[src/rtl/dct8_pkg.sv]
package dct8_pkg;

  localparam int LANES  = 8;
  localparam int IN_W   = 8;
  localparam int ACC_W  = 20;
  localparam int FRAC   = 7;
  localparam int RND_W  = 13;
  localparam int STAGES = 6;

  typedef logic signed [ACC_W-1:0] acc_t;
  typedef logic [LANES-1:0][ACC_W-1:0] vec_t;

  // constant multipliers scaled by 2**FRAC
  localparam acc_t K_A1 = acc_t'(90);
  localparam acc_t K_A2 = acc_t'(69);
  localparam acc_t K_A3 = acc_t'(90);
  localparam acc_t K_A4 = acc_t'(167);
  localparam acc_t K_A5 = acc_t'(49);

  localparam acc_t RND_MAX = acc_t'(2**(RND_W-1) - 1);
  localparam acc_t RND_MIN = acc_t'(-(2**(RND_W-1)));
  localparam acc_t HALF    = acc_t'(2**(FRAC-1));

  function automatic acc_t lane(input vec_t v, input int i);
    return acc_t'(v[i]);
  endfunction

  // step 1: mirrored sum/difference
  function automatic vec_t bfly1(input vec_t s);
    vec_t r;
    for (int m = 0; m < LANES/2; m++) begin
      r[m]         = lane(s, m) + lane(s, LANES-1-m);
      r[LANES-1-m] = lane(s, m) - lane(s, LANES-1-m);
    end
    return r;
  endfunction

  // step 2: even half folded again, odd half paired
  function automatic vec_t bfly2(input vec_t s);
    vec_t r;
    r[0] = lane(s, 0) + lane(s, 3);
    r[1] = lane(s, 1) + lane(s, 2);
    r[2] = lane(s, 1) - lane(s, 2);
    r[3] = lane(s, 0) - lane(s, 3);
    r[4] = -lane(s, 4) - lane(s, 5);
    r[5] = lane(s, 5) + lane(s, 6);
    r[6] = lane(s, 6) + lane(s, 7);
    r[7] = lane(s, 7);
    return r;
  endfunction

  // step 3
  function automatic vec_t bfly3(input vec_t d);
    vec_t r;
    r    = d;
    r[0] = lane(d, 0) + lane(d, 1);
    r[1] = lane(d, 0) - lane(d, 1);
    r[2] = lane(d, 2) + lane(d, 3);
    r[4] = lane(d, 4) + lane(d, 6);
    return r;
  endfunction

  // step 4: scaled constant products, one shared term
  function automatic vec_t scale4(input vec_t e);
    vec_t r;
    acc_t shared;
    shared = lane(e, 4) * K_A5;
    r    = e;
    r[2] = lane(e, 2) * K_A1;
    r[4] = lane(e, 4) * K_A2 + shared;
    r[5] = lane(e, 5) * K_A3;
    r[6] = lane(e, 6) * K_A4 + shared;
    return r;
  endfunction

  // step 5
  function automatic vec_t bfly5(input vec_t f);
    vec_t r;
    r    = f;
    r[2] = lane(f, 2) + lane(f, 3);
    r[3] = lane(f, 3) - lane(f, 2);
    r[5] = lane(f, 7) + lane(f, 5);
    r[7] = lane(f, 7) - lane(f, 5);
    return r;
  endfunction

  // step 6
  function automatic vec_t bfly6(input vec_t g);
    vec_t r;
    r    = g;
    r[4] = lane(g, 4) + lane(g, 7);
    r[5] = lane(g, 5) + lane(g, 6);
    r[6] = lane(g, 5) - lane(g, 6);
    r[7] = lane(g, 7) + lane(g, 4);
    return r;
  endfunction

  // round half up after removing the 2**FRAC scale
  function automatic acc_t rnd_half(input acc_t v);
    acc_t t;
    t = v + HALF;
    return t >>> FRAC;
  endfunction

  function automatic vec_t round_all(input vec_t v);
    vec_t r;
    for (int k = 0; k < LANES; k++) r[k] = rnd_half(lane(v, k));
    return r;
  endfunction

endpackage

[src/rtl/dct8_widen.sv]
module dct8_widen
  import dct8_pkg::*;
(
  input  logic [LANES*IN_W-1:0] x,
  output vec_t                  v
);

  generate
    for (genvar g = 0; g < LANES; g++) begin : g_lane
      assign v[g] = ACC_W'($signed(x[g*IN_W +: IN_W]));
    end
  endgenerate

endmodule

[src/rtl/dct8_step.sv]
module dct8_step
  import dct8_pkg::*;
#(
  parameter int STEP = 1
) (
  input  logic clk,
  input  logic rst,
  input  logic in_vld,
  input  logic in_rnd,
  input  vec_t in_data,
  output logic out_vld,
  output logic out_rnd,
  output vec_t out_data
);

  vec_t nxt;

  generate
    case (STEP)
      1: begin : g_s1
        always_comb nxt = bfly1(in_data);
      end
      2: begin : g_s2
        always_comb nxt = bfly2(in_data);
      end
      3: begin : g_s3
        always_comb nxt = bfly3(in_data);
      end
      4: begin : g_s4
        always_comb nxt = scale4(in_data);
      end
      5: begin : g_s5
        always_comb nxt = bfly5(in_data);
      end
      6: begin : g_s6
        vec_t full;
        always_comb begin
          full = bfly6(in_data);
          nxt  = in_rnd ? round_all(full) : full;
        end
      end
      default: begin : g_pass
        always_comb nxt = in_data;
      end
    endcase
  endgenerate

  always_ff @(posedge clk) begin
    if (rst) begin
      out_vld  <= 1'b0;
      out_rnd  <= 1'b0;
      out_data <= '0;
    end else begin
      out_vld <= in_vld;
      if (in_vld) begin
        out_data <= nxt;
        out_rnd  <= in_rnd;
      end
    end
  end

  // armed: previous edge was outside reset
  logic armed;
  always_ff @(posedge clk) begin
    if (rst) armed <= 1'b0;
    else     armed <= 1'b1;
  end

  a_r9_lat_step: assert property (@(posedge clk) disable iff (rst)
    armed |-> (out_vld == $past(in_vld)));

  a_r10_hold: assert property (@(posedge clk) disable iff (rst)
    (armed && !$past(in_vld)) |-> $stable(out_data));

endmodule

[src/rtl/dct8_fast.sv]
module dct8_fast
  import dct8_pkg::*;
(
  input  logic         clk,
  input  logic         rst,
  input  logic         in_vld_i,
  input  logic         rnd_i,
  input  logic [63:0]  x_i,
  output logic         out_vld_o,
  output logic [159:0] y_o
);

  vec_t st_data [0:STAGES];
  logic st_vld  [0:STAGES];
  logic st_rnd  [0:STAGES];

  dct8_widen u_widen (
    .x (x_i),
    .v (st_data[0])
  );

  assign st_vld[0] = in_vld_i;
  assign st_rnd[0] = rnd_i;

  generate
    for (genvar k = 1; k <= STAGES; k++) begin : g_step
      dct8_step #(.STEP(k)) u_step (
        .clk      (clk),
        .rst      (rst),
        .in_vld   (st_vld[k-1]),
        .in_rnd   (st_rnd[k-1]),
        .in_data  (st_data[k-1]),
        .out_vld  (st_vld[k]),
        .out_rnd  (st_rnd[k]),
        .out_data (st_data[k])
      );
    end
  endgenerate

  assign out_vld_o = st_vld[STAGES];
  assign y_o       = st_data[STAGES];

  // event wire: every published lane lies in the rounded range
  logic rnd_fits;
  always_comb begin
    rnd_fits = 1'b1;
    for (int k = 0; k < LANES; k++) begin
      if (lane(st_data[STAGES], k) > RND_MAX || lane(st_data[STAGES], k) < RND_MIN)
        rnd_fits = 1'b0;
    end
  end

  logic was_rst;
  always_ff @(posedge clk) was_rst <= rst;

  a_r8_round_range: assert property (@(posedge clk) disable iff (rst)
    (out_vld_o && st_rnd[STAGES]) |-> rnd_fits);

  a_r11_reset_clear: assert property (@(posedge clk) disable iff (rst)
    was_rst |-> (!out_vld_o && (y_o == '0)));

endmodule

[config.mk]
export PLATFORM = sky130hd
export DESIGN_NAME = dct8_fast
export DESIGN_NICKNAME = d
export VERILOG_FILES = /design/src/rtl/dct8_pkg.sv /design/src/rtl/dct8_widen.sv /design/src/rtl/dct8_step.sv /design/src/rtl/dct8_fast.sv
export SDC_FILE = /design/constraint.sdc
export NUM_CORES = 2
export LEC_CHECK = 0
export BUFFER_PORTS_ARGS = -buffer_cell sky130_fd_sc_hd__buf_2
export CAP_MARGIN = 20
export CORE_MARGIN = 2
export CORE_UTILIZATION = 42
export DETAILED_ROUTE_END_ITERATION = 10
export GPL_TIMING_DRIVEN = 0
export HOLD_SLACK_MARGIN = 0.05
export PLACE_DENSITY = 0.61
export SETUP_SLACK_MARGIN = 0.3
export SKIP_LAST_GASP = 1
export SLEW_MARGIN = 40
export SYNTH_ARGS = -nofsm -noshare
export SYNTH_HDL_FRONTEND = slang
export SYNTH_SLANG_ARGS = --single-unit
[constraint.sdc]
create_clock -name clk -period 6.4 [get_ports clk]
set_input_delay 0.96 -clock clk [delete_from_list [all_inputs] [get_ports clk]]
set_output_delay 0.96 -clock clk [all_outputs]
set_load 0.1 [all_outputs]
# Yosys cells after proc, flatten, opt, wreduce, memory -nomap -nowiden
# Index checks and enable logic that the tools add are counted.
# totals
out_inout_bits,161
in_bits,68
mem_bits_rw,0
ff_bits,969
latch_bits,0
mem_count,0
elab_cells,101
rom_bits,0
# op_classes
reduce_logical,0
shifts,0
n_eq_ne,0
n_lt_le_gt_ge,0
n_addsub,36
mul,5
n_bitwise,0
mux,1
div_mod_pow,0
# op_table
cell,count
adder 20 bit,13
2-to-1 mux 160 bit,1
adder 20 x 8 -> 20 bit (second input constant),7
subtractor 20 bit,7
multiplier 20 x 7 -> 19 bit (second input constant),2
adder 8 x 8 -> 9 bit,4
subtractor 8 x 8 -> 9 bit,4
multiplier 20 x 7 -> 20 bit (second input constant),1
multiplier 20 x 8 -> 20 bit (second input constant),1
multiplier 20 x 9 -> 20 bit (second input constant),1
negation 20 bit,1

# Logic depth before layout (Yosys ltp)
# depth
ltp_word,3
depth_mapped,27
ltp_nobuf,27

# Hierarchy
# A second synthesis with hierarchy kept.
# unflattened
cells_unflattened,8599
area_unflattened_um2,71372.2
# by_module_without_submodules
module,instances,seq_area_each_um2,area_each_um2,cells_each
dct8_step (g_step[4].u_step),1,3183.1,15606.2,1638
dct8_step (g_step[1].u_step),1,3163.0,12842.3,1660
dct8_step (g_step[2].u_step),1,3203.1,11646.2,1440
dct8_step (g_step[6].u_step),1,2842.7,10934.2,1422
dct8_step (g_step[3].u_step),1,3223.1,9660.5,1151
dct8_step (g_step[5].u_step),1,3203.1,9481.6,1128
dct8_widen,1,0.0,1201.2,160

# Least setup slack after synthesis
# No wires, ideal clock.
# synth_timing
kind,reg-to-reg
start,reg g_step[3].u_step.out_data[84] (netlist bit)
end,reg g_step[4].u_step.out_data[99] (netlist bit)
slack_ps,-49
synth_period_minus_slack_ps,6449
path_stages_with_launch,28
n_path_buf,0
required_time_ps,6314
arrival_ps,6364
setup_ps,86
cell_sequence,dfxtp_1 -> ha_1 -> ha_1 -> ha_1 -> fa_1 -> ha_1 -> inv_1 -> o21bai_1 -> a21oi_1 -> o21bai_1 -> a21oi_1 -> xnor2_1 -> ha_1 -> ha_1 -> fa_1 -> inv_1 -> fa_1 -> inv_1 -> ha_1 -> and2_1 -> a31o_2 -> a311oi_1 -> o21bai_1 -> a21oi_1 -> o21ai_0 -> a31oi_1 -> xnor2_1 -> a211oi_1
# synth_via
elab_chain_cells,2
word_cells_on_any_way,3
classes_between,add/sub: 1; mul: 2
# synth_lines
element,line,text
start: declaration,dct8_step.sv:13,output vec_t out_data
start signal: assignment,dct8_step.sv:56,out_data <= nxt;
multiplier 20 x 8 -> 20 bit / multiplier 20 x 7 -> 20 bit (equally long branches),"dct8_pkg.sv:70, dct8_pkg.sv:67",
adder 20 bit (*),dct8_pkg.sv:70,"r[4] = lane(e, 4) * K_A2 + shared;"
end signal: assignment,dct8_step.sv:56,
end: declaration,dct8_step.sv:13,
# Every way passes the cells marked *; elsewhere a longest branch is shown, timed or not.
# A chain may end at the register's enable or synchronous reset.

# Final worst setup path
# Same ends and word-level chain as after synthesis.

==> reports/qor.csv <==
stage,metric,value,unit
synth,yosysUniqueCellTypes,107,
synth,yosysSeqAreaShare,0.294,
cts,clock_latency,700,ps
drt,drt_iter0_drc,3255,
power,swShare,0.303,
synth,synth_cells,6350,
drt,drt_wl_total,185000,um
timing,tightest_slew,911,ps
setup_path,critPathSlowestCell,fa_1,
cts,cts-root-buf,clkbuf_16,
power,p_sw,3.95,mW
layout,nNetsFinal,7574,
floorplanning,die_w,366,um
timing,max_freq,163,MHz
drt,vias,45700,
drt,ant_nets,0,
timing,fin_crit_sh,0.957,
layout,final_cells,8511,
layout,mostFrequentLayoutCell,nor2_1,
setup_path,slowest_delay,620,ps
synth,synth_nets,7221,
synth,synth_ff_type,dfxtp_1,
setup_path,critPathMaxFanout,4,
flow_run,max-cap-violations,0,
power,leakage,27.1,nW
cts,cts_htree_levels,3,
floorplanning,core,0.130,sq mm
power,powerDensity,210,mW/mm^2
global_route,antenna_found_initial,1,
setup_path,path_common_cell,ha_4,
cts,clockBufferDepth,3,
global_route,grt_max_degree,25,
cts,clk_pin_slew,60,ps
power,intPower,9.11,mW
layout,drive_gt1_frac,0.0959,
global_route,grt_pass1_vias,43600,
timing,fin_skew,33.1,ps
timing,fin_ws,274,ps
drt,wl_per_cell,21.7,um
timing,rsz0062_at_grt,true,
global_route,grt_usage,0.269,
timing,relSlewSlack,0.392,
floorplanning,dieHeight,366,um
layout,n_antenna_cell,0,
layout,synthToLayoutAreaGrowth,13.3,%
timing,hold_viol,0,
global_route,overflow,0,
cts,tritoncts,yes,
floorplanning,rows,132,
timing,fin_crit,6130,ps
drt,remaining_drc_errors,0,
power,ir_worst_vdd,0.176,mV
timing,setup-violations-final,0,
power,comb_power_share,0.191,
power,p_clk_frac,0.395,
drt,via_per_inst,5.37,
layout,final_cell_mix,"nor2_1, dfxtp_1, inv_1, ha_1, mux2i_1",
place,post-place-ws,-518,ps
setup_path,crit_arrival,6730,ps
worst_hold_path,min_path_type,reg2reg,
setup_path,critPathCaptureType,flip-flop,
place,dp_cells,8326,
cts,postCtsHoldBufs,0,
setup_path,startpoint_type,flip-flop,
floorplanning,io-pin-count,229,
timing,hold-worst-slack,458,ps
power,p_seq_frac,0.414,
place,dpl.hpwl,151000,um
timing,slew_viol_final,0,
layout,ff_latch_area,0.0162,sq mm
synth,synth_area,0.0550,sq mm
global_route,grt_pass1_wl,277000,um
synth,synth-edff-count,0,
place,place_congestion,0.966,
synth,async_flop_share,0,
setup_path,crit_required,7010,ps
floorplanning,die-area,0.134,sq mm
place,portBuffers,227,
cts,cts_num_sinks,806,
drt,firstDrtPassIters,6,
cts,numCtsBuffers,88,
synth,synth_seq_cells,806,
setup_path,critical_path_class,reg2reg,
layout,fillCellCount,12600,
layout,fin_util,0.480,
floorplanning,start_util,0.424,
timing,setup_tns,0,ps
synth,ys_warn_count,0,
layout,multiInputGateArea,0.0355,sq mm
run_status,outcome,finished clean,
synth,synth_area_per_cell,8.65,sq um
==> final timing paths <==
path,startpoint,to,slack (ps),cells after the start
max reg2reg,g_step[3].u_step.out_data[84],g_step[4].u_step.out_data[99],270,26
min reg2reg,g_step[2].u_step.out_data[95],g_step[2].u_step.out_data[95],460,1
max,g_step[3].u_step.out_data[84],g_step[4].u_step.out_data[99],270,26
min,g_step[2].u_step.out_data[95],g_step[2].u_step.out_data[95],460,1
==> final cells by class <==
type | count | area share
Tap cell | 1742 | 0.0350
Multi-Input combinational cell | 4550 | 0.571
Clock buffer | 116 | 0.0400
Buffer | 311 | 0.0222
Inverter | 683 | 0.0412
Clock inverter | 40 | 0.00625
Sequential cell | 806 | 0.260
Timing Repair Buffer | 263 | 0.0248
==> critical path, delay by kind of cell, from the launching register on <==
kind            cells  cell delay, ps
compound gates     10            1640
xor+xnor            2             270
fa+ha+maj          10            3450
buf+inv             4             280
flops               1             380
==> metrics by stage <==
stage / power, mW / cell area [sq um]
6_report: 13.1 / 62300
5_1_grt: 13.6 / 62300
4_1_cts: 13.1 / 61900
2_1_floorplan: 7.12 / 55000
3_3_place_gp: 7.86 / 58300
3_5_place_dp: 7.90 / 58600
==> sequential cells by signal, summed over array words and instances (netlist names) <==
| name | count |
|---|---|
| g_step.u_step.out_vld | 6 |
| g_step.u_step.out_data | 795 |
| g_step.u_step.out_rnd | 5 |
==> what timing repair did <==
action,4_1_cts,5_1_grt
endpoints found under the hold margin,0,0
gates cloned,0,0
endpoints found under the setup margin,7,5
pin swaps,34,40
setup buffers,17,11
resized for setup,60,29
==> power by group through the flow <==
stage / logic [mW] / clock network, mW / registers, mW
after global routing: 2.75 / 5.42 / 5.42
after CTS: 2.45 / 5.21 / 5.40
after floorplan: 1.68 / 0 / 5.44
after global placement: 2.36 / 0 / 5.51
final: 2.50 / 5.16 / 5.40
after detailed placement: 2.39 / 0 / 5.51
==> kinds of logic after synthesis <==
family / share of synthesized area
fa+ha+maj: 0.208
xor+xnor: 0.0605
flops: 0.294
mux: 0.0741
compound gates: 0.156
simple gates: 0.137
buf+inv: 0.0707
==> cells in the mapped netlist, types with 62 or more instances <==
library cell  count  area (sq um)
nor2_1          943          3540
dfxtp_1         806         16100
inv_1           678          2540
ha_1            617          7720
mux2i_1         404          4040
a21oi_1         389          1950
xnor2_1         270          2360
clkbuf_1        228           856
nand2_1         219           822
a211oi_1        192          1440
fa_1            186          3720
o21ai_0         179           896
nor3_1          127           636
xor2_1          108           946
a21o_1           77           578
nand3_1          67           335
o21bai_1         62           465
==> metal layers <==
layer | track usage | part of all wire | up-vias
met5 | 0 | 0 | -
met4 | 0.111 | 0.043 | 0
met3 | 0.0289 | 0.048 | 282
met2 | 0.449 | 0.46 | 1253
met1 | 0.354 | 0.45 | 21800
li1 | - | - | 22300
Note: power is estimated with default switching activity, not from simulation.
